**src/rtl/dfl_pkg.sv**
```systemverilog
package dfl_pkg;

  typedef enum logic [1:0] {
    FT_PASS  = 2'b00,
    FT_DUMP  = 2'b01,
    FT_CIC3  = 2'b10,
    FT_SPARE = 2'b11
  } filt_e;

  localparam int CIC_STAGES = 3;

endpackage

```
**src/rtl/dfl_dec_counter.sv**
```systemverilog
module dfl_dec_counter #(
  parameter int RW = 4
) (
  input  logic          clk,
  input  logic          rst_n,
  input  logic          tick,
  input  logic [RW-1:0] ratio,
  output logic          last,
  output logic [RW-1:0] cnt_o
);

  function automatic logic [RW-1:0] eff_ratio(input logic [RW-1:0] r);
    return (r == '0) ? RW'(1) : r;
  endfunction

  logic [RW-1:0] cnt_q;
  logic [RW-1:0] top_val;

  assign top_val = eff_ratio(ratio) - RW'(1);
  assign last    = tick && (cnt_q >= top_val);
  assign cnt_o   = cnt_q;

  always_ff @(posedge clk) begin
    if (!rst_n) begin
      cnt_q <= '0;
    end else if (tick) begin
      cnt_q <= last ? '0 : cnt_q + RW'(1);
    end
  end

endmodule

```
**src/rtl/dfl_integ_chain.sv**
```systemverilog
module dfl_integ_chain #(
  parameter int W = 20,
  parameter int N = 3
) (
  input  logic         clk,
  input  logic         rst_n,
  input  logic         en,
  input  logic [W-1:0] x,
  output logic [W-1:0] y,
  output logic [N-1:0] stage_vld
);

  logic [W-1:0] acc_w [N];
  logic [N-1:0] vld_w;

  for (genvar k = 0; k < N; k++) begin : g_int
    logic [W-1:0] acc_q;
    logic         vld_q;
    logic [W-1:0] src;
    logic         sen;

    if (k == 0) begin : g_head
      assign src = x;
      assign sen = en;
    end else begin : g_tail
      assign src = acc_w[k-1];
      assign sen = vld_w[k-1];
    end

    always_ff @(posedge clk) begin
      if (!rst_n) begin
        acc_q <= '0;
        vld_q <= 1'b0;
      end else begin
        vld_q <= sen;
        if (sen) acc_q <= acc_q + src;
      end
    end

    assign acc_w[k] = acc_q;
    assign vld_w[k] = vld_q;
  end

  assign y         = acc_w[N-1];
  assign stage_vld = vld_w;

endmodule

```
**src/rtl/dfl_comb_chain.sv**
```systemverilog
module dfl_comb_chain #(
  parameter int W = 20,
  parameter int N = 3
) (
  input  logic         clk,
  input  logic         rst_n,
  input  logic         go,
  input  logic [W-1:0] x,
  output logic [W-1:0] y,
  output logic         y_vld
);

  logic [W-1:0] diff_w [N];
  logic [N-1:0] vld_w;

  for (genvar k = 0; k < N; k++) begin : g_cmb
    logic [W-1:0] diff_q;
    logic [W-1:0] hist_q;
    logic         vld_q;
    logic [W-1:0] src;
    logic         sen;

    if (k == 0) begin : g_head
      assign src = x;
      assign sen = go;
    end else begin : g_tail
      assign src = diff_w[k-1];
      assign sen = vld_w[k-1];
    end

    always_ff @(posedge clk) begin
      if (!rst_n) begin
        diff_q <= '0;
        hist_q <= '0;
        vld_q  <= 1'b0;
      end else begin
        vld_q <= sen;
        if (sen) begin
          diff_q <= src - hist_q;
          hist_q <= src;
        end
      end
    end

    assign diff_w[k] = diff_q;
    assign vld_w[k]  = vld_q;
  end

  assign y     = diff_w[N-1];
  assign y_vld = vld_w[N-1];

endmodule

```
**src/rtl/dfl_dump_acc.sv**
```systemverilog
module dfl_dump_acc #(
  parameter int W = 20
) (
  input  logic         clk,
  input  logic         rst_n,
  input  logic         en,
  input  logic         dump,
  input  logic [W-1:0] x,
  output logic [W-1:0] y,
  output logic         y_vld,
  output logic [W-1:0] acc_o
);

  logic [W-1:0] acc_q;
  logic [W-1:0] out_q;
  logic         vld_q;

  always_ff @(posedge clk) begin
    if (!rst_n) begin
      acc_q <= '0;
      out_q <= '0;
      vld_q <= 1'b0;
    end else begin
      vld_q <= en && dump;
      if (en) begin
        if (dump) begin
          out_q <= acc_q + x;
          acc_q <= '0;
        end else begin
          acc_q <= acc_q + x;
        end
      end
    end
  end

  assign y     = out_q;
  assign y_vld = vld_q;
  assign acc_o = acc_q;

endmodule

```
**src/rtl/dec_filter_leg.sv**
```systemverilog
module dec_filter_leg #(
  parameter int DW = 8,
  parameter int RW = 4
) (
  input  logic                         clk,
  input  logic                         rst_n,
  input  logic signed [DW-1:0]         sample_i,
  input  logic                         sample_vld_i,
  input  logic                         gate_sel_i,
  input  logic [1:0]                   filt_sel_i,
  input  logic [RW-1:0]                ratio_i,
  output logic signed [DW+3*RW-1:0]    sample_o,
  output logic                         sample_vld_o
);
  import dfl_pkg::*;

  localparam int OW = DW + CIC_STAGES * RW;

  function automatic logic [OW-1:0] widen(input logic [DW-1:0] s);
    return {{(OW-DW){s[DW-1]}}, s};
  endfunction

  filt_e         mode;
  logic          is_cic;
  logic          is_dump;
  logic          is_pass;
  logic          en_in;
  logic [OW-1:0] x_wide;

  assign mode    = filt_e'(filt_sel_i);
  assign is_cic  = (mode == FT_CIC3);
  assign is_dump = (mode == FT_DUMP);
  assign is_pass = (mode == FT_PASS) || (mode == FT_SPARE);
  assign en_in   = gate_sel_i ? sample_vld_i : 1'b1;
  assign x_wide  = widen(sample_i);

  // integrator chain (CIC)
  logic                  cic_en;
  logic [OW-1:0]         integ_y;
  logic [CIC_STAGES-1:0] integ_v;

  assign cic_en = en_in && is_cic;

  dfl_integ_chain #(.W(OW), .N(CIC_STAGES)) u_integ (
    .clk       (clk),
    .rst_n     (rst_n),
    .en        (cic_en),
    .x         (x_wide),
    .y         (integ_y),
    .stage_vld (integ_v)
  );

  // shared decimation counter
  logic          dump_en;
  logic          cnt_tick;
  logic          cnt_last;
  logic [RW-1:0] cnt_q;
  logic          comb_go;
  logic          dump_fire;

  assign dump_en   = en_in && is_dump;
  assign cnt_tick  = (is_cic && integ_v[CIC_STAGES-1]) || dump_en;
  assign comb_go   = cnt_last && is_cic;
  assign dump_fire = cnt_last && is_dump;

  dfl_dec_counter #(.RW(RW)) u_cnt (
    .clk   (clk),
    .rst_n (rst_n),
    .tick  (cnt_tick),
    .ratio (ratio_i),
    .last  (cnt_last),
    .cnt_o (cnt_q)
  );

  // output-rate comb section
  logic [OW-1:0] comb_y;
  logic          comb_v;

  dfl_comb_chain #(.W(OW), .N(CIC_STAGES)) u_comb (
    .clk   (clk),
    .rst_n (rst_n),
    .go    (comb_go),
    .x     (integ_y),
    .y     (comb_y),
    .y_vld (comb_v)
  );

  // integrate-and-dump
  logic [OW-1:0] dump_y;
  logic          dump_v;
  logic [OW-1:0] acc_q;

  dfl_dump_acc #(.W(OW)) u_dump (
    .clk   (clk),
    .rst_n (rst_n),
    .en    (dump_en),
    .dump  (dump_fire),
    .x     (x_wide),
    .y     (dump_y),
    .y_vld (dump_v),
    .acc_o (acc_q)
  );

  // pass-through register
  logic [OW-1:0] pass_q;
  logic          pass_v;

  always_ff @(posedge clk) begin
    if (!rst_n) begin
      pass_q <= '0;
      pass_v <= 1'b0;
    end else begin
      pass_v <= en_in && is_pass;
      if (en_in && is_pass) pass_q <= x_wide;
    end
  end

  always_comb begin
    unique case (mode)
      FT_CIC3: begin
        sample_o     = comb_y;
        sample_vld_o = comb_v;
      end
      FT_DUMP: begin
        sample_o     = dump_y;
        sample_vld_o = dump_v;
      end
      default: begin
        sample_o     = pass_q;
        sample_vld_o = pass_v;
      end
    endcase
  end

endmodule

```
**config.mk**
```make
export PLATFORM = sky130hd
export DESIGN_NAME = dec_filter_leg
export DESIGN_NICKNAME = d
export VERILOG_FILES = /design/src/rtl/dfl_pkg.sv /design/src/rtl/dfl_dec_counter.sv /design/src/rtl/dfl_integ_chain.sv /design/src/rtl/dfl_comb_chain.sv /design/src/rtl/dfl_dump_acc.sv /design/src/rtl/dec_filter_leg.sv
export SDC_FILE = /design/constraint.sdc
export NUM_CORES = 1
export LEC_CHECK = 0
export ABC_AREA = 1
export BUFFER_PORTS_ARGS = -buffer_cell sky130_fd_sc_hd__buf_4
export CORE_MARGIN = 2
export CORE_UTILIZATION = 35
export DETAILED_ROUTE_END_ITERATION = 7
export PLACE_DENSITY = 0.56
export SLEW_MARGIN = 20
export SYNTH_ARGS = -nofsm -noshare
export SYNTH_HDL_FRONTEND = slang
export SYNTH_SLANG_ARGS = --single-unit
```
**constraint.sdc**
```tcl
create_clock -name clk -period 2.5 [get_ports clk]
set_input_delay 0.5 -clock clk [delete_from_list [all_inputs] [get_ports clk]]
set_output_delay 0.5 -clock clk [all_outputs]
set_load 0.03 [all_outputs]
```
==> results by group, run 1 <==
Run status
  – Status: completed

STA
  – Setup violations, final: 0
  – Final setup margin: between 0.1 and 0.15 ns
  – Worst-Margin Slew: approximately 0.75 ns
  – Min Clock Period, post-route: ~2.4 ns
  – Setup total negative slack: 0 ns
  – Layout Skew: roughly 0.012 ns
  – Fin crit share: ~95%
  – Normalized max-slew margin: 50.2%
  – Hold Vio Cnt, Final: 0
  – Fmax: roughly 0.42 GHz
  – Max-slew violations: 0
  – RSZ-0062 raised after global routing: no

Routing
  – Via density: just under 5
  – DRT Pass-1 Iters: 5
  – Routed WL: 45.8 mm
  – Antenna viol nets, final: 0
  – Initial DRC count: around 790
  – Routed WL per cell: approximately 14 um
  – Via count: about 16000
  – DRC Markers: 0

Placed design
  – Dpl hpwl: between 30 and 40 mm
  – Port Buffer Count: 38
  – RD Place Congestion: a little under 0.9
  – Placed Area: approximately 18000 um2
  – Pre-CTS setup slack: -0.492 ns

Synthesis
  – Post-synth top area cell: dfxtp_1
  – Synth top area share: ~28%
  – Post-synth top flop: dfxtp_1
  – Syn Nets: around 2800
  – EDFF count, synth: 0
  – Avg Synthesized Cell Area: 6.33 um2
  – Distinct cells, synth: 41
  – Synth Register Bits: 240
  – Post-synth ARST share: 0%
  – Cells after Synth: 2669
  – Synth area leaders: dfxtp_1 28%, nand2_1 14%, ha_1 10%
  – Register area share after synthesis: 28.4%
  – Synth warnings: 0
  – Netlist Area Pre-Place: roughly 17000 um2

Power and ir drop
  – Clk pwr share: roughly two fifths
  – Maximum vdd drop: about 430 uV
  – Flop pwr share: approximately 40%
  – Lkg Pwr: 9.72 nW
  – P_sw: a little under 3 mW
  – Net Sw Frac: about 30%
  – Overall power: 10.1 mW
  – Combinational share of power: 18.4%
  – Int Power: roughly 7.1 mW
  – Pwr dens: between 500 and 600 nW/um2

Cells and area
  – Final Util: between 30% and 40%
  – Finished Cell Area: between 15000 and 20000 um2
  – Diode count: 0
  – # nets final: 2865
  – Fraction of layout instances using a drive strength above 1: around 5.4%
  – Area growth, synth to finish: 12.7%

Clock tree
  – Clock transition at path regs: approximately 0.060 ns
  – Clock latency on the worst-skew pair: ~0.56 ns
  – Htree depth: 1
  – Clock sinks: 240
  – CTS tree: yes
  – CTS Buf Count: 28
  – CTS max path bufs: 3
  – Root Driver: clkbuf_16

Critical path
  – CP required: ~3 ns
  – Crit path to: u_comb.g_cmb[0].hist_q[12]
  – Worst-path cell chain: buf_4 -> or3_4 -> nor2_4 -> nor2_2 -> ha_4 -> ha_4 -> inv_1 -> o21bai_1 -> nand3_1 -> nand3_2 -> nand2_2 -> nor2_4 -> clkinv_4 -> buf_12 -> o21ai_1 -> a21oi_1
  – Setup Crit Path Kind: in2reg
  – Buf+Inv Stages, Crit Path: 4
  – Crit path max fanout: 30
  – Worst setup startpoint: ratio_i[1]
  – Cell family with most CP delay: simple AND/OR/NAND/NOR gates
  – WP depth: 16
  – Crit-path max cell delay: 0.40 ns
  – Crit end category: flop
  – CP Data Arrival Time: about 2.8 ns
  – Reg2Reg Depth: 13
  – RR Endpoint: u_integ.y[16]
  – R2R Path Start: u_integ.g_int[1].acc_q[0]
  – CP Launch Type: input pin
  – Slowest cell on crit path: or3_4
  – R2R Setup Slk: 0.28 ns

Global route
  – Largest net degree at the start of global routing: roughly 120
  – GRT Overall Usage: a little under a fifth
  – Initial antenna violation count: 0
  – Overflow left after global routing: 0
  – Vias in the first global route: around 15000
  – First-pass GRT wire length: between 70 and 80 mm

Die
  – Die span in x: roughly 220 um
  – Die footprint: around 50000 um2
  – IO Pins: 39
  – Die height: about 220 um
  – Core Rows: 80
  – Starting density of the core: 35.4%
  – Core area: about 48000 um2

Run
  – Max cap viols: 0

Hold path
  – Hold Crit Class: in2reg
## state kept, by name (all words and copies together) (netlist names)
| register | cells |
|---|---|
| u_comb.y | 20 |
| u_dump.y | 20 |
| u_dump.acc_o | 20 |
| pass_v | 1 |
| u_comb.g_cmb.diff_q | 40 |
| u_comb.g_cmb.hist_q | 60 |
| pass_q | 8 |
| u_dump.y_vld | 1 |
| u_comb.y_vld | 1 |
| u_cnt.cnt_o | 4 |
| u_comb.g_cmb.vld_q | 2 |
| u_integ.g_int.acc_q | 40 |
| u_integ.g_int.vld_q | 3 |
| u_integ.y | 20 |
## cell usage after synthesis, types with 2 or more instances
library cell,count
inv_2,4
dfxtp_1,240
buf_1,4
nand4_1,23
o211ai_1,3
nand3_1,193
and2_1,5
a21o_1,18
nor2_1,315
xnor2_1,11
o221ai_1,6
nor4_1,4
xor2_1,47
ha_1,141
o21ai_2,3
o21ai_1,10
nand3b_1,7
a21oi_1,307
o21ai_0,179
nand2_1,608
o21bai_1,22
buf_6,2
fa_1,7
o21a_1,5
inv_1,398
a21boi_0,4
nand2_2,3
o22ai_1,8
nor3_1,14
buf_2,18
clkbuf_1,50
## power by group through the flow
stage	Combinational, mW	Sequential, mW	Clock [mW]
4_1_cts	1.84	4.03	4.29
5_1_grt	2.10	4.04	4.45
3_3_place_gp	1.82	4.11	0
6_report	1.85	4.03	4.17
3_5_place_dp	1.83	4.11	0
2_1_floorplan	1.36	4.07	0
## what timing repair did
action                     in CTS  in global routing
resized for setup               0                 13
hold buffers                    0                  0
setup endpoints to repair       0                 59
setup buffers                   0                  2
## layer usage
| metal | up-vias | share of wire (%) | track usage [%] |
|---|---|---|---|
| li1 | 8693 | - | - |
| met1 | 7355 | 49 | 24.1 |
| met2 | 220 | 46 | 31.2 |
| met3 | 67 | 3.0 | 2.22 |
| met4 | 0 | 2.2 | 4.17 |
| met5 | - | 0 | 0 |
## cell usage in the layout (no fill, tap or decap), types with 11 or more instances in the layout
cell and instances:
buf_4 66, a21oi_1 305, nor3_1 14, xnor2_1 11
nor2_1 313, xor2_1 47, nand4_1 23, o21ai_0 166
a21o_1 18, inv_1 396, nand2_1 608, o21ai_1 21
nand3_1 193, dfxtp_1 239, clkbuf_16 29, ha_1 139
o21bai_1 22
## per-stage QoR
| stage | std cells | hold slack (ns) |
|---|---|---|
| 6_report | 3333 | 0.244 |
| 5_1_grt | 3333 | 0.229 |
| 4_1_cts | 3330 | 0.221 |
| 3_5_place_dp | 3281 | 0.450 |
| 3_3_place_gp | 3281 | 0.443 |
| 2_1_floorplan | 2669 | 0.434 |
## logic make-up (layout without fill, tap and decap cells)
logic type,count (synthesis),after routing,synth area share (%)
AO/OA/AOI/OAI,568,568,17.9
XOR/XNOR,58,58,3.01
adder cells (fa/ha/maj),148,148,11.3
buffers and inverters,477,526,10.8
flip-flops,240,240,28.4
AND/OR/NAND/NOR,1178,1178,28.5
## worst reg2reg max path: stages (launching register included)
cell and delay (ns):
dfxtp_1 0.36, ha_1 0.27, inv_1 0.12, fa_1 0.41, inv_1 0.11, nand3_1 0.07
nand2_1 0.12, nand3_1 0.14, nand2_1 0.13, nand3_1 0.10, nand3_1 0.10, nand3_1 0.08
nand2_1 0.07, inv_1 0.03
## how the worst min path moves through the flow
stage / from / to / slack, ns / cells past startpoint
global placement: u_comb.g_cmb[0].hist_q[11] / u_comb.g_cmb[0].hist_q[11] / 0.44 / 2
floorplan: u_comb.g_cmb[0].hist_q[17] / u_comb.g_cmb[0].hist_q[17] / 0.43 / 2
finish: sample_i[3] / pass_q[3] / 0.24 / 3
detailed placement: u_comb.g_cmb[0].hist_q[11] / u_comb.g_cmb[0].hist_q[11] / 0.45 / 2
CTS: sample_i[2] / pass_q[2] / 0.22 / 3
global route: sample_i[2] / pass_q[2] / 0.23 / 3
## area by class of cell
class	instances	area (um2)
Clock inverter	10	125
Multi-Input combinational cell	1952	10300
Fill cell	5145	28600
Timing Repair Buffer	74	661
Sequential cell	240	4810
Inverter	403	1520
Clock buffer	39	832
Tap cell	615	769
Power figures use the tool's default switching activity.
==> run 2: changes to the inputs <==
- SETUP_SLACK_MARGIN: default -> 0.5
==> run 2 against run 1 <==
Against the previous run:
- global-route usage grew 0.76 points
- die area did not move
- sequential share of layout area decreased by 1.9 points
- hold slack better by 0.0091 ns
- maximum frequency is 0.28% lower
- sequential power barely moved
- register-to-register slack improved by 0.09 ns
- cell count rose by 1.2%
- clock skew grew 0.0068 ns
- largest cell class unchanged
- largest power group unchanged
- highest routed layer unchanged
==> results by group, run 2 (same netlist as run 1, synthesis figures left out) <==
STA
  – Final setup margin: 0.114 ns
  – Normalized max-slew margin: 50.4%
  – Setup violations, final: 0
  – Worst-Margin Slew: approximately 0.74 ns
  – Fin crit share: 95.5%
  – Min Hold Slack: approximately 0.25 ns
  – Hold Vio Cnt, Final: 0
  – Min Clock Period, post-route: between 2 and 2.5 ns
  – Max-slew violations: 0
  – RSZ-0062 raised after global routing: yes
  – Layout Skew: 0.0191 ns
  – Fmax: between 0.4 and 0.5 GHz

Power and ir drop
  – Combinational share of power: 20.7%
  – Pwr dens: 497 nW/um2
  – Net Sw Frac: ~31%
  – Int Power: roughly 7.1 mW
  – Clk pwr share: 39.8%
  – Maximum vdd drop: 491 uV
  – Lkg Pwr: 10.1 nW
  – Overall power: around 10 mW
  – Flop pwr share: 39.5%
  – P_sw: between 3 and 4 mW

Routing
  – Initial DRC count: 971
  – DRT Pass-1 Iters: 5
  – Antenna viol nets, final: 0
  – Routed WL per cell: 14.3 um
  – DRC Markers: 0
  – Via density: 4.99
  – Routed WL: between 40 and 50 mm
  – Via count: between 15000 and 20000

Die
  – Die footprint: 50000 um2
  – Core Rows: 80
  – Die span in x: around 220 um
  – IO Pins: 39
  – Starting density of the core: between 30% and 40%
  – Die height: between 200 and 250 um
  – Core area: ~48000 um2

Critical path
  – Crit end category: flop
  – Crit path top cell by count: nor2_4
  – Crit-path max cell delay: ~0.39 ns
  – Setup Crit Path Kind: in2reg
  – CP Data Arrival Time: 2.84 ns
  – Worst-path cell chain: buf_6 -> or3_4 -> nor2_4 -> nor2_4 -> ha_4 -> ha_4 -> inv_2 -> o21bai_1 -> nand3_1 -> nand3_2 -> nand2_2 -> nor2_4 -> buf_6 -> buf_12 -> nand2_2 -> nor2_2 -> nor2_1
  – CP Launch Type: input pin
  – Slowest cell on crit path: or3_4
  – Crit path max fanout: 8
  – CP required: roughly 3.0 ns

Global route
  – GRT busiest layer: met2
  – Grt met2 use: approximately a third
  – Initial antenna violation count: 0
  – Largest net degree at the start of global routing: between 60 and 70
  – Vias in the first global route: between 15000 and 20000
  – First-pass GRT wire length: just under 80 mm
  – Routing usage on met1: about a quarter
  – GRT met3 Usage: approximately 2.1%
  – GRT Overall Usage: 18.9%
  – Overflow left after global routing: 0

Cells and area
  – Most frequent cells in the layout: 569 x nand2_1, 384 x inv_1, 292 x nor2_1
  – Fraction of layout instances using a drive strength above 1: roughly 15%
  – Area growth, synth to finish: 22.0%
  – Top reg by flops: u_comb.g_cmb.hist_q
  – Regs by FF count: u_comb.g_cmb.hist_q (60), u_comb.g_cmb.diff_q (40), u_integ.g_int.acc_q (40)
  – Diode count: 0
  – Commonest non-fill, non-tap cell in the layout: nand2_1
  – Fillers: 4935
  – # nets final: 2902
  – Final Instance Count excl. Fillers: ~3400
  – Largest register FFs: 60

Placed design
  – Dpl hpwl: about 36 mm
  – Pre-CTS setup slack: -0.511 ns
  – Port Buffer Count: 38
  – RD Place Congestion: between 0.8 and 0.9
  – Dpl cells: between 3000 and 4000

Clock tree
  – Clock latency on the worst-skew pair: approximately 0.56 ns
  – CTS Buf Count: 29
  – Htree depth: 1
  – Clock transition at path regs: around 0.060 ns
  – CTS max path bufs: 3
  – CTS Hold Bufs: 0
  – Root Driver: clkbuf_16
  – CTS tree: yes
  – Clock sinks: 240

Run
  – Max cap viols: 0

Run status
  – Status: completed

Hold path
  – Hold Crit Class: in2reg
-- run 2: cell types whose count changed in the layout (fill, tap and decap cells not counted), moves of 21 or more --
cell	delta
nor2_1	-21
a21oi_1	-54
nand2_1	-39
nand3_2	+21
buf_6	+26
nand3_1	-23
ha_1	-32
ha_2	+21
a21oi_2	+39
nand2_2	+34
-- run 2: layout make-up --
type                    instances  area (um2)  area share [%]
clock inverters                 9        62.6           0.304
flip-flops and latches        240        4820            23.4
well taps                     615         769            3.73
repair buffers                108        1220            5.92
inverters                     403        1540            7.49
clock buffers                  43         858            4.16
repair inverters                2        15.0          0.0728
multi-input cells            1952       11300            54.9
-- run 2: worst max-delay path: cells and delay by family --
kind	cells	cell delay, ns
buffers and inverters	4	0.41
and+or+nand+nor	10	1.30
AOI/OAI and AO/OA	1	0.12
adders and majority gates	2	0.50
-- run 2: worst paths after layout --
| check | depth (start not counted) | slack, ns | endpoint | start |
|---|---|---|---|---|
| setup reg to reg | 12 | 0.37 | u_comb.g_cmb[0].diff_q[16] | u_integ.y[0] |
| setup / recovery | 17 | 0.11 | u_comb.g_cmb[0].diff_q[14] | ratio_i[0] |
| hold / removal | 3 | 0.25 | pass_q[4] | sample_i[4] |
| hold reg to reg | 2 | 0.46 | u_comb.g_cmb[0].hist_q[3] | u_comb.g_cmb[0].hist_q[3] |
-- run 2: power by group through the flow --
stage	logic (mW)	registers, mW	clock network (mW)
after global placement	1.85	4.11	0
after CTS	2.02	4.04	4.20
after global routing	2.38	4.06	4.36
after detailed placement	1.87	4.12	0
final	2.12	4.04	4.07
after floorplan	1.40	4.07	0
-- run 2: timing repair --
| item | in CTS | in global routing |
|---|---|---|
| endpoints found under the setup margin | 125 | 151 |
| gates resized for setup | 137 | 177 |
| pin swaps | 15 | 53 |
| gates cloned | 10 | 1 |
| buffers inserted | 19 | 8 |
-- run 2: per-stage QoR --
step	util, %	cell area, um2	setup TNS, ns
finish	43.3	20600	0
global route	43.3	20600	0
CTS	41.7	19900	0
detailed placement	38.0	18100	-34.39
global placement	38.0	18100	-26.27
floorplan	-	17100	-3.45
-- run 2: routing by layer --
layer	wire length, um	share of wire [%]
met5	0	0
met4	1100	2.3
met3	1530	3.2
met2	22700	47
met1	22900	48
